===== config.mk =====
export PLATFORM = sky130hd
export DESIGN_NAME = dst_timer_top
export DESIGN_NICKNAME = d
export VERILOG_FILES = /design/src/rtl/dst_pkg.sv /design/src/rtl/dst_sys_prescaler.sv /design/src/rtl/dst_watch_prescaler.sv /design/src/rtl/dst_count_core.sv /design/src/rtl/dst_timer_top.sv
export SDC_FILE = /design/constraint.sdc
export NUM_CORES = 1
export LEC_CHECK = 0
export BUFFER_PORTS_ARGS = -buffer_cell sky130_fd_sc_hd__buf_2
export CAP_MARGIN = 10
export CORE_MARGIN = 5
export CORE_UTILIZATION = 56
export CTS_BUF_LIST = sky130_fd_sc_hd__clkbuf_2 sky130_fd_sc_hd__clkbuf_4 sky130_fd_sc_hd__clkbuf_8
export DETAILED_ROUTE_END_ITERATION = 10
export PLACE_DENSITY = 0.8
export SKIP_CTS_REPAIR_TIMING = 1
export SYNTH_ARGS = -nofsm -noshare
export SYNTH_HDL_FRONTEND = slang
export SYNTH_SLANG_ARGS = --single-unit

===== constraint.sdc =====
create_clock -name clk -period 2.4 [get_ports clk]
set_input_delay 0.12 -clock clk [delete_from_list [all_inputs] [get_ports clk]]
set_output_delay 0.12 -clock clk [all_outputs]
set_load 0.05 [all_outputs]

===== src/rtl/dst_pkg.sv =====
`timescale 1ns/1ps
package dst_pkg;

    localparam int CNT_W     = 8;
    localparam int SEL_W     = 4;
    localparam int SYS_TAPS  = 8;
    localparam int WCH_TAPS  = 4;

    typedef enum logic [1:0] {
        SRC_SYS   = 2'd0,
        SRC_WATCH = 2'd1,
        SRC_HOLD  = 2'd2
    } src_e;

    typedef struct packed {
        logic [2:0]       zero;
        logic             one;
        logic [SEL_W-1:0] sel;
    } mode_rd_t;

    // number of low prescaler bits that must all be ones for a system tap
    function automatic int sys_tap_bits(input int idx);
        case (idx)
            0:       return 13;
            1:       return 12;
            2:       return 11;
            3:       return 9;
            4:       return 8;
            5:       return 7;
            6:       return 5;
            default: return 3;
        endcase
    endfunction

    // same for the crystal-side taps
    function automatic int wch_tap_bits(input int idx);
        case (idx)
            0:       return 7;
            1:       return 6;
            2:       return 5;
            default: return 2;
        endcase
    endfunction

    function automatic src_e decode_src(input logic [SEL_W-1:0] sel);
        if (!sel[3])           return SRC_SYS;
        else if (!sel[2])      return SRC_WATCH;
        else                   return SRC_HOLD;
    endfunction

endpackage


===== src/rtl/dst_sys_prescaler.sv =====
`timescale 1ns/1ps
module dst_sys_prescaler #(
    parameter int W    = 13,
    parameter int NTAP = dst_pkg::SYS_TAPS
) (
    input  logic            clk,
    input  logic            rst,
    output logic [NTAP-1:0] tap_o
);
    logic [W-1:0] pre_q;

    always_ff @(posedge clk) begin
        if (rst) pre_q <= '0;
        else     pre_q <= pre_q + 1'b1;
    end

    for (genvar i = 0; i < NTAP; i++) begin : g_tap
        localparam int B = dst_pkg::sys_tap_bits(i);
        assign tap_o[i] = &pre_q[B-1:0];
    end

    // free-running divider
    a_r2_free_run: assert property (@(posedge clk) disable iff (rst)
        1'b1 |=> pre_q == $past(pre_q) + 1'b1);
endmodule


===== src/rtl/dst_watch_prescaler.sv =====
`timescale 1ns/1ps
module dst_watch_prescaler #(
    parameter int W    = 7,
    parameter int NTAP = dst_pkg::WCH_TAPS
) (
    input  logic            clk,
    input  logic            rst,
    input  logic            en_i,
    input  logic            clr_i,
    output logic [NTAP-1:0] tap_o
);
    logic [W-1:0] pre_q;

    always_ff @(posedge clk) begin
        if (rst || clr_i) pre_q <= '0;
        else if (en_i)    pre_q <= pre_q + 1'b1;
    end

    for (genvar i = 0; i < NTAP; i++) begin : g_tap
        localparam int B = dst_pkg::wch_tap_bits(i);
        assign tap_o[i] = en_i & (&pre_q[B-1:0]);
    end

    // hold code clears the crystal-side prescaler
    a_r4_wclr: assert property (@(posedge clk) disable iff (rst)
        clr_i |=> pre_q == '0);
    // no tick pulse, no movement
    a_r3_idle: assert property (@(posedge clk) disable iff (rst)
        (!en_i && !clr_i) |=> $stable(pre_q));
endmodule


===== src/rtl/dst_count_core.sv =====
`timescale 1ns/1ps
module dst_count_core #(
    parameter int CW = dst_pkg::CNT_W
) (
    input  logic          clk,
    input  logic          rst,
    input  logic          tick_i,
    input  logic          hold_i,
    input  logic          irq_clr_i,
    output logic [CW-1:0] cnt_o,
    output logic          irq_o
);
    localparam logic [CW-1:0] CMAX = {CW{1'b1}};

    logic [CW-1:0] cnt_q;
    logic          irq_q;
    logic          wrap;

    assign wrap = tick_i & ~hold_i & (cnt_q == CMAX);

    always_ff @(posedge clk) begin
        if (rst) begin
            cnt_q <= '0;
            irq_q <= 1'b0;
        end else begin
            if (hold_i)      cnt_q <= '0;
            else if (tick_i) cnt_q <= cnt_q + 1'b1;
            if (wrap)           irq_q <= 1'b1;
            else if (irq_clr_i) irq_q <= 1'b0;
        end
    end

    assign cnt_o = cnt_q;
    assign irq_o = irq_q;

    // single-step up counting
    a_r5_step: assert property (@(posedge clk) disable iff (rst)
        (tick_i && !hold_i) |=> cnt_q == $past(cnt_q) + 1'b1);
    a_r5_still: assert property (@(posedge clk) disable iff (rst)
        (!tick_i && !hold_i) |=> $stable(cnt_q));
    // hold clears the counter
    a_r4_hold: assert property (@(posedge clk) disable iff (rst)
        hold_i |=> cnt_q == '0);
    // wrap raises the flag
    a_r6_wrap_sets: assert property (@(posedge clk) disable iff (rst)
        (tick_i && !hold_i && cnt_q == CMAX) |=> (irq_q && cnt_q == '0));
    // flag is sticky without a clear
    a_r7_sticky: assert property (@(posedge clk) disable iff (rst)
        (irq_q && !irq_clr_i) |=> irq_q);
endmodule


===== src/rtl/dst_timer_top.sv =====
`timescale 1ns/1ps
module dst_timer_top #(
    parameter int SYS_W = 13,
    parameter int WCH_W = 7
) (
    input  logic       clk,
    input  logic       rst,
    input  logic       wtick_i,
    input  logic       reg_wr_i,
    input  logic [7:0] reg_wdata_i,
    output logic [7:0] reg_rdata_o,
    input  logic       irq_clr_i,
    output logic [7:0] cnt_o,
    output logic       irq_o
);
    import dst_pkg::*;

    logic [SEL_W-1:0]    sel_q;
    logic [SYS_TAPS-1:0] sys_tap;
    logic [WCH_TAPS-1:0] wch_tap;
    src_e                src;
    logic                tick;
    logic                hold;
    mode_rd_t            rd;
    logic                unused_wbits;

    assign unused_wbits = ^reg_wdata_i[7:SEL_W];

    always_ff @(posedge clk) begin
        if (rst)           sel_q <= '0;
        else if (reg_wr_i) sel_q <= reg_wdata_i[SEL_W-1:0];
    end

    assign src  = decode_src(sel_q);
    assign hold = (src == SRC_HOLD);

    always_comb begin
        case (src)
            SRC_SYS:   tick = sys_tap[sel_q[2:0]];
            SRC_WATCH: tick = wch_tap[sel_q[1:0]];
            default:   tick = 1'b0;
        endcase
    end

    always_comb begin
        rd.zero = '0;
        rd.one  = 1'b1;
        rd.sel  = sel_q;
    end
    assign reg_rdata_o = rd;

    dst_sys_prescaler #(.W(SYS_W), .NTAP(SYS_TAPS)) u_sys (
        .clk   (clk),
        .rst   (rst),
        .tap_o (sys_tap)
    );

    dst_watch_prescaler #(.W(WCH_W), .NTAP(WCH_TAPS)) u_wch (
        .clk   (clk),
        .rst   (rst),
        .en_i  (wtick_i),
        .clr_i (hold),
        .tap_o (wch_tap)
    );

    dst_count_core #(.CW(CNT_W)) u_core (
        .clk       (clk),
        .rst       (rst),
        .tick_i    (tick),
        .hold_i    (hold),
        .irq_clr_i (irq_clr_i),
        .cnt_o     (cnt_o),
        .irq_o     (irq_o)
    );

    // written select lands in the register
    a_r8_capture: assert property (@(posedge clk) disable iff (rst)
        reg_wr_i |=> reg_rdata_o[3:0] == $past(reg_wdata_i[3:0]));
    a_r8_fixed: assert property (@(posedge clk) disable iff (rst)
        1'b1 |=> (reg_rdata_o[7:4] == 4'b0001));
    // crystal codes only advance on a tick pulse
    a_r3_gated: assert property (@(posedge clk) disable iff (rst)
        (sel_q[3:2] == 2'b10 && !wtick_i) |=> $stable(cnt_o));
endmodule


==> results.cfg, run 1 <==
[placement]
dp_hpwl_mm = 2.533
place_area_mm2 = 0.001828
place_congestion = 0.8260
io_buffers = 21
dp_cells = 230

[clock_network]
clockBufferDepth = 2
ctsRootBufferMaster = clkbuf_4
clock_latency_ns = 0.35
cts_tree = yes
htree_num_levels = 2
cts_buffers = 5
clkTransAtPathRegs_ns = 0.11
cts_sinks = 33

[timing]
rsz0062_at_grt = no
post-route-min-period_ns = 2.258
drv_slew = 0
setup_violations = 0
clock.fmax_ghz = 0.4429
skew_ns = 0.01629
slew_headroom = 0.6301
worst-slew-pin-transition_ns = 0.5548
setup_tns_ns = 0
hold_viol_final = 0
fin_crit_sh = 0.9407

[detailed_routing]
totalWireLength_mm = 3.384
first_pass_iters = 4
wl_met3_um = 167
wl_per_cell_um = 14.22
drtIter0Drc = 82
drc_errors = 0
final_antenna_net_count = 0
dr_wl_met2_mm = 1.750
drt-met1-wl_mm = 1.387
vias = 1337
highest_layer = met4
viasPerCell = 5.618

[synthesis]
ys_seq_area_frac = 0.3807
syn_area_mm2 = 0.001735
synth_top_area_share = 0.3807
synth_cell_types = 38
synth_seq_cells = 33
synth_area_leader_cell = dfxtp_1
synthFlopType = dfxtp_1
ys_async_sr_fraction = 0
synth_cells = 183
synthTopCellsByArea = dfxtp_1 (38%), mux2i_1 (8.7%), ha_1 (5.0%)
synth-edff-count = 0
yosysWarnings = 0
syn_area_per_cell_um2 = 9.483

[power]
peakVddDrop_uv = 498.0
power_density_mw_per_mm2 = 596.0
p_leak_nw = 0.7583

[critical_path]
critPathArrivalTime_ns = 2.50
worstSetupStartpointType = flop
worst_ep_required_time_ns = 2.64
critPathMaxFanout = 8
max_stage_delay_ns = 0.56
worst_path_max_delay_cell = a311oi_4
crit_family = compound AO/OA/AOI/OAI gates
cp_cell_sequence = ha_1 > nand3_4 > inv_1 > ha_1 > mux2_4 > a311oi_4 > a211oi_1 > mux2i_1
crit_top_cell = ha_1
criticalPathCategory = reg -> reg
endpoint_kind = flop
path_buf_inv = 1

[final_layout]
multi_input_area_mm2 = 0.001017
nets = 224
fillers = 268
num_antenna_cells = 0
layout-drive-gt1-share = 0.2195
area_delta_synth_final_pct = 11.10
design_area_mm2 = 0.001928
instances_no_fill = 238
regArea_um2 = 660.6
fin_util = 0.6421

[global_route]
antenna_found_initial = 0
track_usage = 0.1781
gr-total-overflow = 0
grt_first_pass_wirelength_mm = 5.802
grt_pass1_vias = 1302
grt_max_degree = 21

[status]
status = finished clean

[die]
dieArea_mm2 = 0.004313
coreArea_mm2 = 0.003003
die_width_um = 65.67
rows = 20
start_util = 0.5779
die_h_um = 65.67
io-pin-count = 30

[job]
maxCapViolations = 0

[hold_path]
hold_path.class = in -> reg
cells by family after synthesis:
kind of cell | share of synthesized area
XOR/XNOR | 0.05047
flip-flops | 0.3807
AO/OA/AOI/OAI | 0.1089
AND/OR/NAND/NOR | 0.2660
other | 0.004327
adder cells (fa/ha/maj) | 0.05047
buffers and inverters | 0.04398
multiplexers | 0.09516
worst register-to-register path, cell delays in order, from the launching register on:
cell,delay [ns]
dfxtp_1,0.35
ha_1,0.25
nand3_4,0.15
inv_1,0.06
ha_1,0.17
mux2_4,0.28
a311oi_4,0.56
a211oi_1,0.20
mux2i_1,0.15
registers in the layout, indices dropped and copies added (netlist names):
signal / cells
u_core.irq_o: 1
u_core.cnt_o: 8
sel_q: 4
u_sys.pre_q: 13
u_wch.pre_q: 7
through the flow:
| step | total power [W] | setup WS (ns) | hold slack (ns) |
|---|---|---|---|
| after floorplan | 0.0006979 | 0.3459 | 0.2672 |
| after global placement | 0.0007122 | 0.2163 | 0.3610 |
| after detailed placement | 0.0007193 | 0.1135 | 0.3731 |
| after CTS | 0.001163 | 0.1167 | -0.003364 |
| after global routing | 0.001209 | 0.007973 | 0.002828 |
| final | 0.001149 | 0.1422 | 0.01789 |
routing by layer:
layer | vias to the layer above | global-route usage
li1 | 672 | -
met5 | - | 0
met4 | 0 | 0.08549
met1 | 631 | 0.1899
met3 | 7 | 0.05983
met2 | 27 | 0.3116
cell usage after synthesis (2+ instances only):
| cell type | number |
|---|---|
| nor3_1 | 2 |
| buf_4 | 5 |
| nand3_1 | 6 |
| or2b_1 | 4 |
| ha_1 | 7 |
| nor2_1 | 23 |
| clkbuf_1 | 3 |
| dfxtp_1 | 33 |
| nor2b_1 | 4 |
| nand2_1 | 16 |
| xnor2_1 | 5 |
| xor2_1 | 5 |
| conb_1 | 2 |
| nand4_1 | 5 |
| inv_1 | 2 |
| nand2b_1 | 6 |
| nor4_2 | 2 |
| o21ai_0 | 6 |
| nand3_4 | 2 |
| and3_1 | 2 |
| mux2i_1 | 15 |
| a211oi_1 | 4 |
| a21oi_1 | 7 |
| or3_1 | 3 |
layout by cell type, fill, tap and decap left out, drive strengths merged, types with 6 or more instances in the layout:
cell type,count
ha,7
o21ai,6
clkbuf,6
nand2b,7
buf,22
mux2i,15
dfxtp,33
a21oi,8
nand2,17
nand3,8
nor2,23
final cells by class:
cell class	instances	share of cell area
Tap cell	33	0.02141
Clock inverter	2	0.01947
Inverter	2	0.003894
Sequential cell	33	0.3426
Clock buffer	6	0.02661
Multi-Input combinational cell	140	0.5276
Timing Repair Buffer	22	0.05840
report_power, final:
group / total, W / switching (W) / internal (W) / leakage, nW
clock network: 0.000441 / 0.000194 / 0.000247 / 0.0445
logic: 0.000124 / 0.0000831 / 0.0000411 / 0.446
registers: 0.000584 / 0.0000214 / 0.000562 / 0.268
final timing paths:
check | from | endpoint | slack [ns] | depth (start not counted)
max | u_sys.pre_q[0]$_SDFF_PP0_ | u_core.cnt_o[6]$_SDFFE_PP0P_ | 0.14 | 8
min | reg_wdata_i[1] | sel_q[1]$_SDFFE_PP0P_ | 0.02 | 3
max reg2reg | u_sys.pre_q[0]$_SDFF_PP0_ | u_core.cnt_o[6]$_SDFFE_PP0P_ | 0.14 | 8
min reg2reg | u_core.irq_o$_SDFFE_PP0P_ | u_core.irq_o$_SDFFE_PP0P_ | 0.47 | 2
Note: power is estimated with default switching activity, not from simulation.
==> run 2: changes to the inputs <==
- ABC_AREA: default -> 1
==> run 2 against run 1 <==
Sequential power is 1% lower. Sequential share of layout area is 0.66 points higher. Final cell count is 18% higher. Core utilization is 1.2 points lower. Global-route usage is 1.5 points lower. Die area is 0.87% lower. Synthesized cell count is 23% higher. Final area is 1.9% lower. Wire length is 7.0% lower. Setup slack better by 0.15 ns.
==> results.cfg, run 2 <==
[status]
status = finished clean

[die]
die_h_um = 65.39
coreArea_mm2 = 0.003003
die_width_um = 65.39
io-pin-count = 30
start_util = 0.5721
dieArea_mm2 = 0.004275
rows = 20

[synthesis]
synthFlopType = dfxtp_1
ys_seq_area_frac = 0.3846
synth_most_common_cell = dfxtp_1
synth_area_leader_cell = dfxtp_1
synth_cell_types = 30
ys_async_sr_fraction = 0
synth_cells = 225
synthTopCellsByArea = dfxtp_1 (38%), inv_1 (6.3%), nand2_1 (6.1%)
synth_seq_cells = 33
syn_area_mm2 = 0.001718
syn_area_per_cell_um2 = 7.635
synth-edff-count = 0
synth_top_area_share = 0.3846
synth_top_cells_by_count = dfxtp_1 (33), inv_1 (29), nand2_1 (28)
yosysWarnings = 0

[global_route]
grt_max_degree = 13
track_usage = 0.1634
antenna_found_initial = 0
grt_first_pass_wirelength_mm = 5.444
gr-total-overflow = 0
grt_pass1_vias = 1276

[critical_path]
cp_cell_sequence = ha_1 > nand2_1 > nor2_2 > inv_1 > nor3_2 > ha_1 > a21oi_1 > nand2_1 > nand3_1 > nand2_4 > nand2_8 > nand2_2 > a21oi_2
worst_path_max_delay_cell = dfxtp_1
crit_family = simple AND/OR/NAND/NOR gates
critPathMaxFanout = 10
max_stage_delay_ns = 0.37
endpoint_kind = flop
worstSetupStartpointType = flop
path_buf_inv = 1
worst_ep_required_time_ns = 2.61
criticalPathCategory = reg -> reg
critPathArrivalTime_ns = 2.31

[job]
maxCapViolations = 0

[power]
total_power_w = 0.001076
p_leak_nw = 0.8153
peakVddDrop_uv = 337.1
power_density_mw_per_mm2 = 568.8

[final_layout]
layout-drive-gt1-share = 0.2298
mostFrequentLayoutCells = dfxtp_1 (33), inv_1 (29), nand2_1 (28), nor2_1 (26), buf_2 (21)
final_common_cell = dfxtp_1
largest-register = u_sys.pre_q
area_delta_synth_final_pct = 10.12
largest_reg_flops = 13
instances_no_fill = 281
nets = 267
num_antenna_cells = 0
fin_util = 0.6300

[timing]
clock.fmax_ghz = 0.4746
setup_ws_ns = 0.2931
post-route-min-period_ns = 2.107
fin_crit_sh = 0.8779
skew_ns = 0.009861
setup_tns_ns = 0
worst-slew-pin-transition_ns = 0.5375
setup_violations = 0
drv_slew = 0
slew_headroom = 0.6413
hold_viol_final = 0
rsz0062_at_grt = no

[clock_network]
ctsRootBufferMaster = clkbuf_4
clock_latency_ns = 0.33
cts_buffers = 5
clkTransAtPathRegs_ns = 0.10
cts_tree = yes
clockBufferDepth = 2
htree_num_levels = 2
cts_sinks = 33

[placement]
place_congestion = 0.8348
dp_cells = 273
dp_hpwl_mm = 2.318
io_buffers = 21
place_ws_ns = 0.3348

[detailed_routing]
drc_errors = 0
viasPerCell = 5.149
first_pass_iters = 5
wl_per_cell_um = 11.20
totalWireLength_mm = 3.146
final_antenna_net_count = 0
vias = 1447
drtIter0Drc = 63

[hold_path]
hold_path.class = in -> reg
==> run 2: tightest hold or removal path, stage by stage <==
cell    delay (ns)
buf_2         0.08
nor2_1        0.03
nor2_1        0.08
==> run 2: per-stage QoR <==
stage | area (µm²) | hold slack, ns
global route | 1892 | 0.01531
CTS | 1892 | -0.001427
global placement | 1822 | 0.3493
floorplan | 1725 | 0.2549
finish | 1892 | 0.01089
detailed placement | 1822 | 0.3516
==> run 2: cell families after synthesis <==
kind of cell | Yosys count | synth area share
AOI/OAI and AO/OA | 42 | 0.1442
buffers and inverters | 38 | 0.09467
DFF | 33 | 0.3846
and+or+nand+nor | 96 | 0.2855
adders and majority gates | 7 | 0.05098
other | 2 | 0.004372
xor gates and xnor gates | 7 | 0.03569
==> run 2: worst paths after layout <==
| check | start | depth (start not counted) | end | slack [ns] |
|---|---|---|---|---|
| setup / recovery | u_sys.pre_q[0]$_SDFF_PP0_ | 13 | u_core.cnt_o[0]$_SDFFE_PP0P_ | 0.29 |
| hold / removal | reg_wdata_i[3] | 3 | sel_q[3]$_SDFFE_PP0P_ | 0.01 |
| setup reg to reg | u_sys.pre_q[0]$_SDFF_PP0_ | 13 | u_core.cnt_o[0]$_SDFFE_PP0P_ | 0.29 |
| hold reg to reg | u_sys.pre_q[0]$_SDFF_PP0_ | 1 | u_sys.pre_q[0]$_SDFF_PP0_ | 0.46 |
==> run 2: power breakdown <==
group,switching (W),internal (W)
combinational,0.000105,0.0000364
sequential,0.0000151,0.000562
clock,0.000188,0.000170
total,0.000308,0.000768
==> run 2: cell type report <==
class / instances / area (µm²)
Fill cell: 274 / 1111
Multi-Input combinational cell: 156 / 902.1
Sequential cell: 33 / 660.6
Timing Repair Buffer: 21 / 105.1
Tap cell: 33 / 41.29
Inverter: 30 / 112.6
Clock buffer: 7 / 65.06
Clock inverter: 1 / 5.005
==> run 2: metal layers <==
metal | vias to the layer above | GRT usage | routed length, µm
met2 | 30 | 0.2453 | 1320
met4 | 0 | 0.07772 | 58
met1 | 648 | 0.2161 | 1611
met3 | 6 | 0.04444 | 155
met5 | - | 0 | 0
li1 | 763 | - | -
